--- config.mk ---
export PLATFORM = sky130hd
export DESIGN_NAME = prbs_gen
export DESIGN_NICKNAME = d
export VERILOG_FILES = /design/src/rtl/prbs_pkg.sv /design/src/rtl/prbs_rst_sync.sv /design/src/rtl/prbs_len_decode.sv /design/src/rtl/prbs_feedback.sv /design/src/rtl/prbs_gen.sv
export SDC_FILE = /design/constraint.sdc
export NUM_CORES = 1
export LEC_CHECK = 0
export ABC_AREA = 1
export BUFFER_PORTS_ARGS = -buffer_cell sky130_fd_sc_hd__buf_2
export CORE_ASPECT_RATIO = 0.7
export CORE_MARGIN = 2
export CORE_UTILIZATION = 30
export DETAILED_ROUTE_END_ITERATION = 8
export GPL_TIMING_DRIVEN = 0
export HOLD_SLACK_MARGIN = 0.06
export MAX_ROUTING_LAYER = met4
export SYNTH_ARGS = -nofsm -noshare
export SYNTH_HDL_FRONTEND = slang
export SYNTH_SLANG_ARGS = --single-unit
--- constraint.sdc ---
create_clock -name clk -period 3.59 [get_ports clk]
set_input_delay 0.1795 -clock clk [delete_from_list [all_inputs] [get_ports clk]]
set_output_delay 0.1795 -clock clk [all_outputs]
set_load 0.01 [all_outputs]
--- src/rtl/prbs_pkg.sv ---
package prbs_pkg;

  typedef enum logic [1:0] {
    LEN_5  = 2'd0,
    LEN_7  = 2'd1,
    LEN_23 = 2'd2,
    LEN_31 = 2'd3
  } prbs_len_e;

  function automatic int stage_count(prbs_len_e len);
    case (len)
      LEN_5:   return 5;
      LEN_7:   return 7;
      LEN_23:  return 23;
      default: return 31;
    endcase
  endfunction

  function automatic int tap_stage(prbs_len_e len);
    case (len)
      LEN_5:   return 3;
      LEN_7:   return 6;
      LEN_23:  return 18;
      default: return 28;
    endcase
  endfunction

endpackage

--- src/rtl/prbs_rst_sync.sv ---
module prbs_rst_sync (
  input  logic clk,
  input  logic rst_n,
  output logic rst_n_sync
);
  logic [1:0] sync_q;

  always_ff @(posedge clk or negedge rst_n) begin
    if (!rst_n) sync_q <= 2'b00;
    else        sync_q <= {sync_q[0], 1'b1};
  end

  assign rst_n_sync = sync_q[1];
endmodule

--- src/rtl/prbs_len_decode.sv ---
module prbs_len_decode
  import prbs_pkg::*;
#(
  parameter int MAX_W = 31,
  localparam int IDX_W = $clog2(MAX_W)
) (
  input  prbs_len_e          len,
  output logic [MAX_W-1:0]   mask,
  output logic [IDX_W-1:0]   msb_idx,
  output logic [IDX_W-1:0]   tap_idx
);
  int nstages;

  assign nstages = stage_count(len);
  assign msb_idx = IDX_W'(nstages - 1);
  assign tap_idx = IDX_W'(tap_stage(len) - 1);

  for (genvar i = 0; i < MAX_W; i++) begin : g_mask
    assign mask[i] = (i < nstages);
  end
endmodule

--- src/rtl/prbs_feedback.sv ---
module prbs_feedback #(
  parameter int MAX_W = 31,
  localparam int IDX_W = $clog2(MAX_W)
) (
  input  logic [MAX_W-1:0] state,
  input  logic [MAX_W-1:0] mask,
  input  logic [IDX_W-1:0] msb_idx,
  input  logic [IDX_W-1:0] tap_idx,
  input  logic             invert,
  output logic [MAX_W-1:0] shifted
);
  logic fb;

  assign fb      = state[msb_idx] ^ state[tap_idx] ^ invert;
  assign shifted = {state[MAX_W-2:0], fb} & mask;
endmodule

--- src/rtl/prbs_gen.sv ---
module prbs_gen
  import prbs_pkg::*;
#(
  parameter int MAX_W = 31
) (
  input  logic             clk,
  input  logic             rst_n,
  input  logic             en,
  input  logic [1:0]       len_sel,
  input  logic             mode_xnor,
  input  logic             seed_load,
  input  logic [MAX_W-1:0] seed_val,
  output logic             bit_out,
  output logic [MAX_W-1:0] state_out,
  output logic             lockup
);
  localparam int IDX_W = $clog2(MAX_W);

  logic             rst_n_s;
  prbs_len_e        len_q;
  logic             pend_q;
  logic [MAX_W-1:0] state_q, state_d;

  logic [MAX_W-1:0] mask_act, mask_new;
  logic [IDX_W-1:0] msb_act, tap_act, msb_new, tap_new;
  logic [MAX_W-1:0] shifted, lock_pat, dflt_act, dflt_new, ld_val;
  logic             len_chg, is_lock;

  prbs_rst_sync u_rst (.clk(clk), .rst_n(rst_n), .rst_n_sync(rst_n_s));

  prbs_len_decode #(.MAX_W(MAX_W)) u_dec_act (
    .len(len_q), .mask(mask_act), .msb_idx(msb_act), .tap_idx(tap_act));

  prbs_len_decode #(.MAX_W(MAX_W)) u_dec_new (
    .len(prbs_len_e'(len_sel)), .mask(mask_new), .msb_idx(msb_new), .tap_idx(tap_new));

  prbs_feedback #(.MAX_W(MAX_W)) u_fb (
    .state(state_q), .mask(mask_act), .msb_idx(msb_act), .tap_idx(tap_act),
    .invert(mode_xnor), .shifted(shifted));

  assign lock_pat = mode_xnor ? mask_act : '0;
  assign dflt_act = mode_xnor ? '0 : mask_act;
  assign dflt_new = mode_xnor ? '0 : mask_new;
  assign ld_val   = seed_val & mask_act;
  assign len_chg  = (len_sel != len_q);
  assign is_lock  = !pend_q && (state_q == lock_pat);

  // next state: pending reload / length change > seed write > enabled step
  always_comb begin
    state_d = state_q;
    if (pend_q || len_chg) begin
      state_d = dflt_new;
    end else if (seed_load) begin
      state_d = (ld_val == lock_pat) ? dflt_act : ld_val;
    end else if (en) begin
      state_d = is_lock ? dflt_act : shifted;
    end
  end

  always_ff @(posedge clk or negedge rst_n_s) begin
    if (!rst_n_s) begin
      state_q <= '0;
      len_q   <= LEN_5;
      pend_q  <= 1'b1;
    end else begin
      state_q <= state_d;
      len_q   <= prbs_len_e'(len_sel);
      pend_q  <= 1'b0;
    end
  end

  assign state_out = state_q;
  assign bit_out   = state_q[msb_act];
  assign lockup    = is_lock;
endmodule

==> run metrics <==
fin nets 679; status finished, final reports clean; R2R setup slack 0.77 ns; core box area 0.0110 mm^2; Fmax achieved 355 MHz; number of global-route vias before repair 3811; I/O Pins 71; share of total power in the clock network 36.3%; Syn Nets 600; drc violations 0; detailed-route wire length between 10000 and 15000 um; CTS buffer count 5; Die H 92.5 um; # rows 32; nature of the critical path startpoint flop; TritonCTS clock tree yes; clk_skew approximately 0.0071 ns; hold violation count in the final report 0; CTS Sinks 36; synthesized area 0.00336 mm^2; crit-path max cell delay 0.46 ns; final total power 1460 uW; mean post-synth cell area 6.04 um^2; worst hold slack 0.230 ns; Iter 0 DRT Violations 469; Vias/cell 5.24; WL per Instance 16.5 um; largest net degree at the start of global routing 35; drt first pass iters 5; unrepaired setup endpoints after global routing false; initial core utilization between 30% and 40%; worst-path cell with the longest stage delay dfrtp_1; Cell Int Power about 960 uW; EDFF count, synth 0; part of the power in registers a little over a third; Die W 130 um; antenna viol nets, final 0; sw power 501 uW; Arrival @ worst endpoint 2.97 ns; Gate Count Post-Synth 556; clk slew on worst S/H paths 0.06 ns; r2r worst-path depth 14; pwr dens 356 mW/mm^2; yosys warns 0; critical path cell sequence inv_1 > ha_1 > inv_2 > nand2_2 > buf_2 > o21ai_1 > nand3_1 > a22oi_4 > nand2_1 > buf_2 > nand3_1 > nand3_1 > nand3_1 > a21oi_1; path type of the worst min-delay path primary input to asynchronous set/reset pin; Comb power frac 27.9%; share of the synthesized area in the top cell type 26.1%; fin worst setup slack 0.773 ns; top-count cell post-synth nand2_1; Unique masters post-synth 36; leakage dissipation 0.00208 uW; worst flop-to-flop path startpoint len_q[0]$_DFF_PN0_; CTS H-tree depth 2; via count 4137; clk root buf clkbuf_16; Post-synth top flop dfrtp_1; sequential fraction of the synthesis area 26.9%; hpwl dp between 10000 and 15000 um; final worst path period need 2.82 ns; Synth top cells by count 157 x nand2_1, 119 x nand3_1, 66 x nor2_1; Post-Layout Inst Area 0.00411 mm^2; worst vdd ir 172 uV; Worst path top cell family by delay simple AND/OR/NAND/NOR gates; Pins Over Slew Limit 0; WP buf/inv 4; reg2reg end state_out[30]$_DFFE_PN0P_; clock latency on the worst-skew pair 0.28 ns; worst slew pin tran 0.820 ns; CP endpoint kind flop; max cap viols 0; PostCTS Resize Cnt 0; Final Setup Violations 0; relative slew slack 45.3%; period utilization 78.5%; Seq cells post-synth 36; crit path max fanout 10; wire length of the first global-routing pass 20700 um; total grt overflow 0; area delta synth->final 22.4%; port buffer count between 60 and 70; initial antenna violation count 0; share of post-route cells with drive strength above 1 19.7%; worst-case clock buffer depth 2; worst setup path class flop to flop; Post-CTS Setup Inserts 0; Switching Share 34.2%; pre-CTS WS 0.893 ns; Die ar. between 0.01 and 0.015 mm^2; Post-DP Area between 0.003 and 0.004 mm^2; cell taking the most area after synthesis dfrtp_1; Placer Congestion approximately 1.0; ys async rst share 100%; number of antenna diodes 0; Top cell by count, worst path nand3_1; Worst Path Required 3.74 ns; Tot GR Track Use a little under a quarter; ranking of synthesized cells by area dfrtp_1 26%, nand3_1 18%, nand2_1 18%; setup TNS 0 ns
-- worst reg2reg max path: cells and delay by family (launching register included) --
kind                     cells  cell delay (ns)
adder cells (fa/ha/maj)      1             0.29
AND/OR/NAND/NOR              6             0.84
AO/OA/AOI/OAI                3             0.49
flip-flops                   1             0.46
buffers and inverters        4             0.63
-- layout make-up --
cell class,instances,area (um^2)
clock buffer,7,153
fill,1248,6860
sequential,36,903
timing repair buffer,72,375
clock inverter,1,30.0
tap,153,191
inverter,45,173
multi-input combinational,448,2120
buffer,27,160
-- timing repair --
item	in CTS	in global routing
hold buffers	2	1
endpoints found under the hold margin	3	1
setup endpoints to repair	0	0
-- stage by stage --
step                      std cells  utilization [%]
after global routing            789             37.4
after CTS                       788             37.4
after detailed placement        778             35.5
after floorplan                 556                -
after global placement          778             35.5
final                           789             37.4
-- power by group through the flow --
stage / Combinational, uW / Sequential (uW) / Clock, uW
after global routing: 456 / 532 / 561
after CTS: 401 / 522 / 545
after floorplan: 245 / 518 / 0
after global placement: 391 / 529 / 0
final: 408 / 524 / 531
after detailed placement: 397 / 530 / 0
-- cells by family (layout without fill, tap and decap cells) --
kind of cell,Yosys count,after routing,synth area share (%)
AND/OR/NAND/NOR,380,380,50.7
buffers and inverters,72,152,9.91
AO/OA/AOI/OAI,59,59,9.84
flip-flops,36,36,26.9
adder cells (fa/ha/maj),6,6,2.24
other,2,2,0.224
XOR/XNOR,1,1,0.261
-- sequential cells by signal (all words and copies together), names as in the netlist --
| name | count |
|---|---|
| state_out | 31 |
| len_q | 2 |
| u_rst.sync_q | 2 |
| pend_q | 1 |
-- layer usage --
metal	part of all wire, %	up-vias	track usage, %
li1	-	1993	-
met1	52	1937	36.4
met2	38	197	29.6
met3	9.7	10	3.87
met4	0.42	0	2.30
met5	0	-	-
-- worst max path at each step --
stage | slack, ns | cells past startpoint | from | end
2_1_floorplan | 1.33 | 17 | len_q[0]$_DFF_PN0_ | state_out[26]$_DFFE_PN0P_
5_1_grt | 0.55 | 12 | len_q[0]$_DFF_PN0_ | state_out[26]$_DFFE_PN0P_
3_5_place_dp | 0.89 | 12 | len_q[0]$_DFF_PN0_ | state_out[24]$_DFFE_PN0P_
4_1_cts | 0.86 | 12 | len_q[0]$_DFF_PN0_ | state_out[24]$_DFFE_PN0P_
3_3_place_gp | 0.98 | 15 | len_q[0]$_DFF_PN0_ | state_out[27]$_DFFE_PN0P_
6_report | 0.77 | 14 | len_q[0]$_DFF_PN0_ | state_out[30]$_DFFE_PN0P_
-- cell usage in the layout, fill, tap and decap left out, types with 2 or more instances in the layout --
master and instances:
a21oi_1 40, buf_2 77, buf_4 3, buf_6 5, clkbuf_1 10, clkbuf_16 5
clkbuf_8 2, clkinv_1 3, conb_1 2, dfrtp_1 34, dlygate4sd3_1 3, ha_1 6
inv_1 29, inv_2 11, nand2_1 157, nand2_2 6, nand3_1 119, nand4_1 16
nor2_1 66, nor2_2 2, nor2_4 3, nor3_1 6, o21ai_0 5, o21ai_1 9
Note: power is estimated with default switching activity, not from simulation.
